**config.mk**
```make
export PLATFORM = sky130hd
export DESIGN_NAME = tsc_timer64
export DESIGN_NICKNAME = d
export VERILOG_FILES = /design/src/rtl/tsc_pkg.sv /design/src/rtl/tsc_stage.sv /design/src/rtl/tsc_count.sv /design/src/rtl/tsc_readout.sv /design/src/rtl/tsc_timer64.sv
export SDC_FILE = /design/constraint.sdc
export NUM_CORES = 1
export LEC_CHECK = 0
export BUFFER_PORTS_ARGS = -buffer_cell sky130_fd_sc_hd__buf_2
export CAP_MARGIN = 20
export CELL_PAD_IN_SITES_DETAIL_PLACEMENT = 2
export CELL_PAD_IN_SITES_GLOBAL_PLACEMENT = 2
export CORE_ASPECT_RATIO = 0.5
export CORE_UTILIZATION = 32
export DETAILED_ROUTE_END_ITERATION = 6
export PLACE_DENSITY = 0.79
export SLEW_MARGIN = 20
export SYNTH_ARGS = -nofsm -noshare
export SYNTH_HDL_FRONTEND = slang
export SYNTH_SLANG_ARGS = --single-unit
```
**constraint.sdc**
```tcl
create_clock -name clk -period 2.3 [get_ports clk]
set_input_delay 0.46 -clock clk [delete_from_list [all_inputs] [get_ports clk]]
set_output_delay 0.46 -clock clk [all_outputs]
set_load 0.02 [all_outputs]
```
**src/rtl/tsc_pkg.sv**
```systemverilog
package tsc_pkg;
    // default half width of the counter
    localparam int unsigned TSC_HALF_W = 32;
endpackage

```
**src/rtl/tsc_stage.sv**
```systemverilog
module tsc_stage #(
    parameter int unsigned HALF_W = tsc_pkg::TSC_HALF_W
) (
    input  logic                clk,
    input  logic                rst_n,
    input  logic                wr_lo_en,
    input  logic                wr_hi_en,
    input  logic [HALF_W-1:0]   wr_data,
    output logic                load_en,
    output logic [2*HALF_W-1:0] load_val
);
    localparam int unsigned TOP = HALF_W - 1;

    typedef struct packed {
        logic [HALF_W-1:0] lo;
        logic [HALF_W-1:0] hi;
    } stage_t;

    stage_t stg_d, stg_q;

    always_comb begin
        stg_d = stg_q;
        if (wr_lo_en) stg_d.lo = wr_data;
        if (wr_hi_en) stg_d.hi = wr_data;
        // top bit of the staged high word goes 1 -> 0
        load_en  = wr_hi_en & stg_q.hi[TOP] & ~wr_data[TOP];
        load_val = {1'b0, stg_d.hi[TOP-1:0], stg_d.lo};
    end

    always_ff @(posedge clk) begin
        if (!rst_n) stg_q <= '0;
        else        stg_q <= stg_d;
    end

    AST_LO_ONLY_NO_LOAD: assert property (@(posedge clk) disable iff (!rst_n)
        (wr_lo_en && !wr_hi_en) |-> !load_en);
    AST_MSB_SET_NO_LOAD: assert property (@(posedge clk) disable iff (!rst_n)
        (wr_hi_en && wr_data[TOP]) |-> !load_en);
    AST_NO_STROBE_NO_LOAD: assert property (@(posedge clk) disable iff (!rst_n)
        !wr_hi_en |-> !load_en);
endmodule

```
**src/rtl/tsc_count.sv**
```systemverilog
module tsc_count #(
    parameter int unsigned CNT_W = 2 * tsc_pkg::TSC_HALF_W
) (
    input  logic             clk,
    input  logic             rst_n,
    input  logic             tick,
    input  logic             load_en,
    input  logic [CNT_W-1:0] load_val,
    output logic [CNT_W-1:0] cnt_o
);
    typedef struct packed {
        logic [CNT_W-1:0] cnt;
    } cnt_state_t;

    cnt_state_t st_d, st_q;

    always_comb begin
        st_d = st_q;
        if (load_en)   st_d.cnt = load_val;
        else if (tick) st_d.cnt = st_q.cnt + 1'b1;
    end

    always_ff @(posedge clk) begin
        if (!rst_n) st_q <= '0;
        else        st_q <= st_d;
    end

    assign cnt_o = st_q.cnt;

    AST_IDLE_HOLD: assert property (@(posedge clk) disable iff (!rst_n)
        (!tick && !load_en) |=> $stable(cnt_o));
    AST_TICK_STEP: assert property (@(posedge clk) disable iff (!rst_n)
        (tick && !load_en) |=> (cnt_o == $past(cnt_o) + 1'b1));
    AST_LOAD_TOP_CLEAR: assert property (@(posedge clk) disable iff (!rst_n)
        load_en |=> !cnt_o[CNT_W-1]);
endmodule

```
**src/rtl/tsc_readout.sv**
```systemverilog
module tsc_readout #(
    parameter int unsigned HALF_W = tsc_pkg::TSC_HALF_W
) (
    input  logic                clk,
    input  logic                rst_n,
    input  logic                rd_lo_en,
    input  logic [2*HALF_W-1:0] cnt_i,
    output logic [HALF_W-1:0]   lo_o,
    output logic [HALF_W-1:0]   hi_o
);
    typedef struct packed {
        logic [HALF_W-1:0] shadow;
    } rd_state_t;

    rd_state_t rd_d, rd_q;

    always_comb begin
        rd_d = rd_q;
        if (rd_lo_en) rd_d.shadow = cnt_i[2*HALF_W-1:HALF_W];
    end

    always_ff @(posedge clk) begin
        if (!rst_n) rd_q <= '0;
        else        rd_q <= rd_d;
    end

    assign lo_o = cnt_i[HALF_W-1:0];
    assign hi_o = rd_q.shadow;

    AST_SHADOW_HOLD: assert property (@(posedge clk) disable iff (!rst_n)
        !rd_lo_en |=> $stable(hi_o));
    AST_SHADOW_CAPTURE: assert property (@(posedge clk) disable iff (!rst_n)
        rd_lo_en |=> (hi_o == $past(cnt_i[2*HALF_W-1:HALF_W])));
endmodule

```
**src/rtl/tsc_timer64.sv**
```systemverilog
module tsc_timer64 #(
    parameter int unsigned HALF_W = tsc_pkg::TSC_HALF_W
) (
    input  logic                clk,
    input  logic                rst_n,
    input  logic                us_tick,
    input  logic                wr_lo_en,
    input  logic                wr_hi_en,
    input  logic [HALF_W-1:0]   wr_data,
    input  logic                rd_lo_en,
    output logic [2*HALF_W-1:0] time_o,
    output logic [HALF_W-1:0]   rd_lo_o,
    output logic [HALF_W-1:0]   rd_hi_o
);
    localparam int unsigned CNT_W = 2 * HALF_W;

    logic             load_en;
    logic [CNT_W-1:0] load_val;

    tsc_stage #(.HALF_W(HALF_W)) u_stage (
        .clk      (clk),
        .rst_n    (rst_n),
        .wr_lo_en (wr_lo_en),
        .wr_hi_en (wr_hi_en),
        .wr_data  (wr_data),
        .load_en  (load_en),
        .load_val (load_val)
    );

    tsc_count #(.CNT_W(CNT_W)) u_count (
        .clk      (clk),
        .rst_n    (rst_n),
        .tick     (us_tick),
        .load_en  (load_en),
        .load_val (load_val),
        .cnt_o    (time_o)
    );

    tsc_readout #(.HALF_W(HALF_W)) u_read (
        .clk      (clk),
        .rst_n    (rst_n),
        .rd_lo_en (rd_lo_en),
        .cnt_i    (time_o),
        .lo_o     (rd_lo_o),
        .hi_o     (rd_hi_o)
    );

    AST_LOAD_TAKES_STAGE: assert property (@(posedge clk) disable iff (!rst_n)
        load_en |=> (time_o == $past(load_val)));
endmodule

```
==> key figures, run 1 <==
Outcome
  • Status: finished, final reports clean

Critical path
  • CP max-delay cell: dfxtp_1
  • Critical path arrival: 2.61 ns
  • Crit path launch type: flop
  • CP max FO: 8
  • Worst-case reg-to-reg path depth: 8
  • WS Path Type: reg2reg
  • Crit-path cells: nand3_2 > or2_2 > buf_4 > nor4_4 > buf_6 > nand3_1 > xor2_2 > o2bb2ai_1
  • Critical path's largest stage delay: roughly 0.42 ns
  • CP required: 2.66 ns
  • CP endpoint kind: flop

Detailed routing
  • Routed Antenna Nets: 0
  • WL final: 28,600 µm
  • Vias per cell: 5.34
  • Starting DRT DRC Count: 388
  • Vias: 6,479
  • WL/cell: 23.6 µm
  • DR pass1 iterations: 5
  • DRC violation count after routing: 0

Placed design
  • I/O Buffers: 165
  • Placed inst area: between 8000 and 9000 µm²
  • Number of cells after detailed placement: between 1,000 and 1,500
  • Post-DP HPWL: 19,800 µm
  • Pre-CTS WS: 0.0668 ns
  • Final GP Congestion: 0.811

Timing
  • Worst-Margin Slew: 0.616 ns
  • Final WS setup: 0.0503 ns
  • Final min period: 2.25 ns
  • Slew margin rel.: 0.577
  • Setup Skew: 0.0120 ns
  • FMAX: 0.444 GHz
  • Hold Vio Cnt, Final: 0
  • RSZ-0062 raised after global routing: yes
  • Final setup vio count: 0
  • Final period util: 0.978
  • Slew Limit Fails: 0

Logic synthesis
  • Ys flop type: dfxtp_1
  • Syn nets: approximately 790
  • Synthesized area: 6770 µm²
  • Synth top area share: 0.429
  • Ranking of synthesized cells by area: dfxtp_1 (43%), mux2i_1 (12%), nor2_1 (6.3%)
  • Seq/Total Area, Yosys: 0.429
  • #FFs+latches synth: 145
  • Synth warnings: 0
  • Post-synth top area cell: dfxtp_1
  • Syn_area_per_cell: between 9 and 10 µm²
  • Async SR Flop Fraction: 0
  • Number of synthesized flops with an enable pin: 0
  • Post-synth cell types: 50
  • Synthesized instance count: between 700 and 800

Cells and area
  • Design area: 8890 µm²
  • Most frequent cells in the layout: buf_2 (165), dfxtp_1 (138), nor2_1 (114)
  • Syn-to-layout area delta: 31.3%
  • Finished Layout Cells: 1,214
  • Leading cell type in the layout, fill and taps excluded: buf_2
  • Share of cells above drive strength 1: 0.328
  • Post-layout net count: 966
  • Fin util: 0.430

GRT
  • Initial antenna violation count: 2
  • Global-route wire length before repair: 43,400 µm
  • Total gr overflow: 0
  • Largest net degree at the start of global routing: 49
  • Global-route usage over all layers: 0.264
  • Vias in the first global route: 6,952

Floorplanning
  • # IOs: roughly 170
  • Die Span X: approximately 210 µm
  • Std cell rows: 37
  • Starting density of the core: 0.328
  • CORE AREA: 20,600 µm²
  • Die Y: 105 µm
  • Die ar.: roughly 22,000 µm²

Clocking
  • CTS Buffer Depth: 2
  • H-tree Lvls: 4
  • Clk root buf: clkbuf_16
  • CTS tree: built
  • Worst-skew pair later-pin latency: 0.45 ns
  • CTS Hold Bufs: 0
  • Num CTS Buffers: 17
  • Clock transition at the registers of the reported paths: ~0.07 ns
  • Clock sink total: 145

Pwr
  • Leak: 0.00413 µW
  • Power Total: roughly 6500 µW
  • Max IR drop VDD: 0.360 mV
  • Pwr Density: 734 nW/µm²

Run
  • Max-cap check violation count: 0

Worst hold path
  • Hold Path Depth: 3
  • Hold Crit Class: in2reg
[cell usage after synthesis (6+ instances only)]
cell type,n
xnor2_1,28
o21ai_0,19
nand2_1,58
a211oi_1,19
dfxtp_1,145
a21oi_1,31
and3_1,11
mux2i_1,80
nor4_2,6
xor2_1,33
nor3_1,11
and2_1,7
nand3_1,22
nor2_1,114
buf_4,33
clkbuf_1,38
nand3b_1,6
nand4_1,22
o2bb2ai_1,6
[worst paths after layout]
| check | startpoint | end | slack (ns) |
|---|---|---|---|
| worst max-delay path | u_count.cnt_o[4]$_SDFFE_PN0P_ | u_count.cnt_o[27]$_SDFFE_PN0P_ | 0.05 |
| worst min-delay path | wr_data[22] | u_stage.stg_q[22]$_SDFF_PN0_ | 0.32 |
| worst max register to register | u_count.cnt_o[4]$_SDFFE_PN0P_ | u_count.cnt_o[27]$_SDFFE_PN0P_ | 0.05 |
| worst min register to register | u_stage.stg_q[40]$_SDFF_PN0_ | u_stage.stg_q[40]$_SDFF_PN0_ | 0.50 |
[what timing repair did]
item                       CTS  global route
setup endpoints to repair    5            17
setup buffers                0             4
resized for setup            3            12
[kinds of logic (layout without fill, tap and decap cells)]
family	count (synthesis)	after routing	share of synthesized area
compound gates	85	85	0.0780
xor+xnor	61	61	0.0789
fa+ha+maj	1	1	0.00185
buf+inv	84	277	0.0652
flops	145	145	0.429
mux	81	81	0.120
other cells	0	1	0
simple gates	290	290	0.227
[metal layers]
metal,GRT usage,share of wire,wire (µm),up-vias
met3,0.0484,0.043,1220,44
met4,0.0820,0.017,497,0
met5,0,0,0,-
met2,0.428,0.46,13200,186
met1,0.356,0.48,13700,3333
li1,-,-,-,2916
[area by class of cell]
cell class | count | area, µm²
antenna | 1 | 2.50
fill | 2238 | 11800
clock inverter | 10 | 179
timing repair buffer | 239 | 1490
clock buffer | 22 | 484
tap | 273 | 342
sequential | 145 | 2910
inverter | 6 | 22.5
multi-input combinational | 518 | 3460
[where the power goes]
part           switching (µW)  total (µW)  internal [µW]
logic                     403         626            223
clock network            1190        3230           2040
registers                64.8        2670           2600
total                    1660        6520           4860
[state kept, by name (all words and copies together) (netlist names)]
register and count:
u_read.hi_o 32, u_count.cnt_o 64, u_stage.stg_q 49
[critical path: cells and delay by family (launching register included)]
| family | cells | cell delay [ns] |
|---|---|---|
| AOI/OAI and AO/OA | 1 | 0.19 |
| xor gates and xnor gates | 1 | 0.19 |
| buffers and inverters | 2 | 0.39 |
| DFF | 1 | 0.42 |
| and+or+nand+nor | 4 | 0.95 |
[metrics by stage]
stage	hold slack, ns	TNS, ns
after floorplan	0.449	0
after global placement	0.461	0
after detailed placement	0.486	0
after CTS	0.306	0
after global routing	0.319	-0.0992
final	0.321	0
Note: power is estimated with default switching activity, not from simulation.
==> run 2: changes to the inputs <==
--- a/config.mk
+++ b/config.mk
@@ -5,14 +5,16 @@
 export SDC_FILE = /design/constraint.sdc
 export NUM_CORES = 1
 export LEC_CHECK = 0
+export ABC_AREA = 1
 export BUFFER_PORTS_ARGS = -buffer_cell sky130_fd_sc_hd__buf_2
 export CAP_MARGIN = 20
 export CELL_PAD_IN_SITES_DETAIL_PLACEMENT = 2
 export CELL_PAD_IN_SITES_GLOBAL_PLACEMENT = 2
 export CORE_ASPECT_RATIO = 0.5
-export CORE_UTILIZATION = 32
+export CORE_UTILIZATION = 30
 export DETAILED_ROUTE_END_ITERATION = 6
-export PLACE_DENSITY = 0.79
+export MAX_ROUTING_LAYER = met4
+export PLACE_DENSITY = 0.8
 export SLEW_MARGIN = 20
 export SYNTH_ARGS = -nofsm -noshare
 export SYNTH_HDL_FRONTEND = slang
==> run 2 against run 1 <==
  * Clock skew fell by 0.0037 ns
  * Worst setup slack improved by 0.054 ns
  * Sequential share of layout area fell by 0.88 points
  * Total power rose by 2.5%
  * Register-to-register slack improved by 0.05 ns
  * Die area rose by 29%
  * Critical path type unchanged
  * Largest power group is now sequential cells
==> key figures, run 2 <==
Outcome
  • Status: finished, final reports clean (unchanged)

Detailed routing
  • DRC violation count after routing: 0 (unchanged)
  • Vias per cell: 5.18 (was 5.34)
  • WL/cell: 22.3 µm (was 23.6 µm)
  • Vias: 9,089 (was 6,479)
  • WL final: 39,100 µm (was 28,600 µm)
  • Starting DRT DRC Count: 486 (was 388)
  • Routed Antenna Nets: 0 (unchanged)
  • DR pass1 iterations: 5 (unchanged)

Logic synthesis
  • Synth top area share: 0.388 (was 0.429)
  • Most frequent cell after synthesis: nand2_1 (was dfxtp_1)
  • Synthesized instance count: 1,242 (was 747)
  • Async SR Flop Fraction: 0 (unchanged)
  • Synthesized area: 8210 µm² (was 6770 µm²)
  • Synth warnings: 0 (unchanged)
  • Seq/Total Area, Yosys: 0.388 (was 0.429)
  • Top cells by count, synth: nand2_1 (297), nor2_1 (197), dfxtp_1 (159), inv_1 (123), o21ai_0 (120) (was dfxtp_1 (145), nor2_1 (114), mux2i_1 (80), nand2_1 (58), clkbuf_1 (38))
  • #FFs+latches synth: 159 (was 145)
  • Post-synth cell types: 34 (was 50)
  • Syn_area_per_cell: 6.61 µm² (was 9.06 µm²)
  • Ys flop type: dfxtp_1 (unchanged)
  • Number of synthesized flops with an enable pin: 0 (unchanged)
  • Syn nets: 1,281 (was 786)
  • Post-synth top area cell: dfxtp_1 (unchanged)
  • Ranking of synthesized cells by area: dfxtp_1 (39%), nand2_1 (14%), nor2_1 (9.0%) (was dfxtp_1 (43%), mux2i_1 (12%), nor2_1 (6.3%))

GRT
  • Vias in the first global route: 9,300 (was 6,952)
  • Initial antenna violation count: 0 (was 2)
  • Global-route wire length before repair: 58,300 µm (was 43,400 µm)
  • Total gr overflow: 0 (unchanged)
  • Largest net degree at the start of global routing: 65 (was 49)
  • Global-route usage over all layers: 0.288 (was 0.264)

Timing
  • Final period util: 0.955 (was 0.978)
  • Post-route setup TNS: 0 ns (unchanged)
  • Slew margin rel.: 0.480 (was 0.577)
  • RSZ-0062 raised after global routing: no (was yes)
  • Final min period: 2.20 ns (was 2.25 ns)
  • Hold Vio Cnt, Final: 0 (unchanged)
  • Setup Skew: 0.00830 ns (was 0.0120 ns)
  • Slew Limit Fails: 0 (unchanged)
  • Final setup vio count: 0 (unchanged)
  • FMAX: 0.455 GHz (was 0.444 GHz)
  • Worst-Margin Slew: 0.772 ns (was 0.616 ns)

Pwr
  • Power Total: 6680 µW (was 6520 µW)
  • Leak: 0.00430 µW (was 0.00413 µW)
  • Pwr Density: 669 nW/µm² (was 734 nW/µm²)
  • Max IR drop VDD: 0.519 mV (was 0.360 mV)

Clocking
  • Clock transition at the registers of the reported paths: 0.07 ns (about the same)
  • CTS Buffer Depth: 2 (unchanged)
  • Num CTS Buffers: 17 (unchanged)
  • CTS Hold Bufs: 0 (unchanged)
  • Worst-skew pair later-pin latency: 0.45 ns (about the same)
  • H-tree Lvls: 4 (unchanged)
  • Clk root buf: clkbuf_16 (unchanged)
  • Resize count post-CTS: 0 (was 3)
  • Postcts setup bufs: 0 (unchanged)
  • Clock sink total: 159 (was 145)
  • CTS tree: built (unchanged)

Cells and area
  • Syn-to-layout area delta: 21.7% (was 31.3%)
  • Fin util: 0.375 (was 0.430)
  • Finished Layout Cells: 1,753 (was 1,214)
  • Multi-input gate area: 4070 µm² (was 3460 µm²)
  • Post-layout net count: 1,428 (was 966)
  • Fillers: 3,253 (was 2,238)
  • Most frequent cells in the layout: nand2_1 (297), nor2_1 (197), buf_2 (165) (was buf_2 (165), dfxtp_1 (138), nor2_1 (114))
  • Design area: 9990 µm² (was 8890 µm²)
  • Seq. cell area: 3180 µm² (was 2910 µm²)
  • ANT cells: 0 (was 1)
  • Max reg flops: 64 (unchanged)
  • Share of cells above drive strength 1: 0.208 (was 0.328)
  • Leading cell type in the layout, fill and taps excluded: nand2_1 (was buf_2)

Floorplanning
  • Die ar.: 28,100 µm² (was 21,800 µm²)
  • # IOs: 166 (unchanged)
  • CORE AREA: 26,600 µm² (was 20,600 µm²)
  • Starting density of the core: 0.308 (was 0.328)
  • Die Y: 119 µm (was 105 µm)
  • Die Span X: 236 µm (was 208 µm)
  • Std cell rows: 42 (was 37)

Run
  • Max-cap check violation count: 0 (unchanged)

Critical path
  • RR Startpoint: u_count.cnt_o[33]$_SDFFE_PN0P_ (was u_count.cnt_o[4]$_SDFFE_PN0P_)
  • CP required: 2.68 ns (was 2.66 ns)
  • CP endpoint kind: flop (unchanged)
  • Start point of the critical path: u_count.cnt_o[33]$_SDFFE_PN0P_ (was u_count.cnt_o[4]$_SDFFE_PN0P_)
  • CP max FO: 5 (was 8)
  • WS Path Type: reg2reg (unchanged)
  • Crit path launch type: flop (unchanged)
  • Critical path arrival: 2.58 ns (was 2.61 ns)

Placed design
  • Post-DP HPWL: 30,500 µm (was 19,800 µm)
  • I/O Buffers: 165 (unchanged)
  • Number of cells after detailed placement: 1,722 (was 1,177)
  • Final GP Congestion: 0.920 (was 0.811)
  • Placed inst area: 9420 µm² (was 8130 µm²)

Worst hold path
  • Hold Crit Class: in2reg (unchanged)
  • HP Start: wr_data[0] (was wr_data[22])
==> run 2: area by class of cell <==
cell class              count  area share
clock inverters            10      0.0113
well taps                 352      0.0441
multi-input cells         867       0.408
inverters                 128      0.0482
flip-flops and latches    159       0.319
repair buffers            216       0.125
clock buffers              21      0.0451
==> run 2: cells by family (layout without fill, tap and decap cells) <==
kind of cell / Yosys count / in the layout / share of synthesized area
AO/OA/AOI/OAI: 267 / 267 / 0.174
XOR/XNOR: 23 / 23 / 0.0245
adder cells (fa/ha/maj): 1 / 1 / 0.00152
buffers and inverters: 216 / 375 / 0.116
flip-flops: 159 / 159 / 0.388
multiplexers: 1 / 1 / 0.00122
AND/OR/NAND/NOR: 575 / 575 / 0.295
==> run 2: path summary, 6_finish.rpt <==
| kind | end | slack [ns] | cells past startpoint |
|---|---|---|---|
| worst max-delay path | u_count.cnt_o[52]$_SDFFE_PN0P_ | 0.10 | 10 |
| worst min-delay path | u_stage.stg_q[32]$_SDFF_PN0_ | 0.33 | 3 |
| worst max register to register | u_count.cnt_o[52]$_SDFFE_PN0P_ | 0.10 | 10 |
| worst min register to register | u_read.hi_o[31]$_SDFFE_PN0P_ | 0.50 | 2 |
==> run 2: critical path, cell delays in order (launching register included) <==
cell and delay [ns]:
dfxtp_1 0.52, nand2_1 0.13, nor2_1 0.31, nand2_1 0.19
nor2_1 0.40, nand2_1 0.17, nor2_1 0.12, nand2_1 0.06
nand2_1 0.06, nand2_1 0.05, a21oi_1 0.12
==> run 2: report_power, final <==
part | total, µW | internal, µW | leakage (µW) | switching [µW]
logic | 824 | 250 | 0.00272 | 574
clock network | 2880 | 1620 | 0.000273 | 1260
registers | 2980 | 2890 | 0.00131 | 88.6
total | 6680 | 4760 | 0.00430 | 1920
==> run 2: per-layer routing <==
layer  vias up  GRT usage  routed length [µm]
li1       4227          -                   -
met1      4615      0.408               19700
met2       206      0.429               17100
met3        41     0.0304                1570
met4         0     0.0837                 716
met5         -          -                   0
==> run 2: per-stage QoR <==
stage / hold WS (ns) / worst slack [ns]
4_1_cts: 0.320 / 0.194
2_1_floorplan: 0.457 / 0.480
5_1_grt: 0.351 / 0.0208
6_report: 0.331 / 0.104
3_5_place_dp: 0.492 / 0.220
3_3_place_gp: 0.480 / 0.244
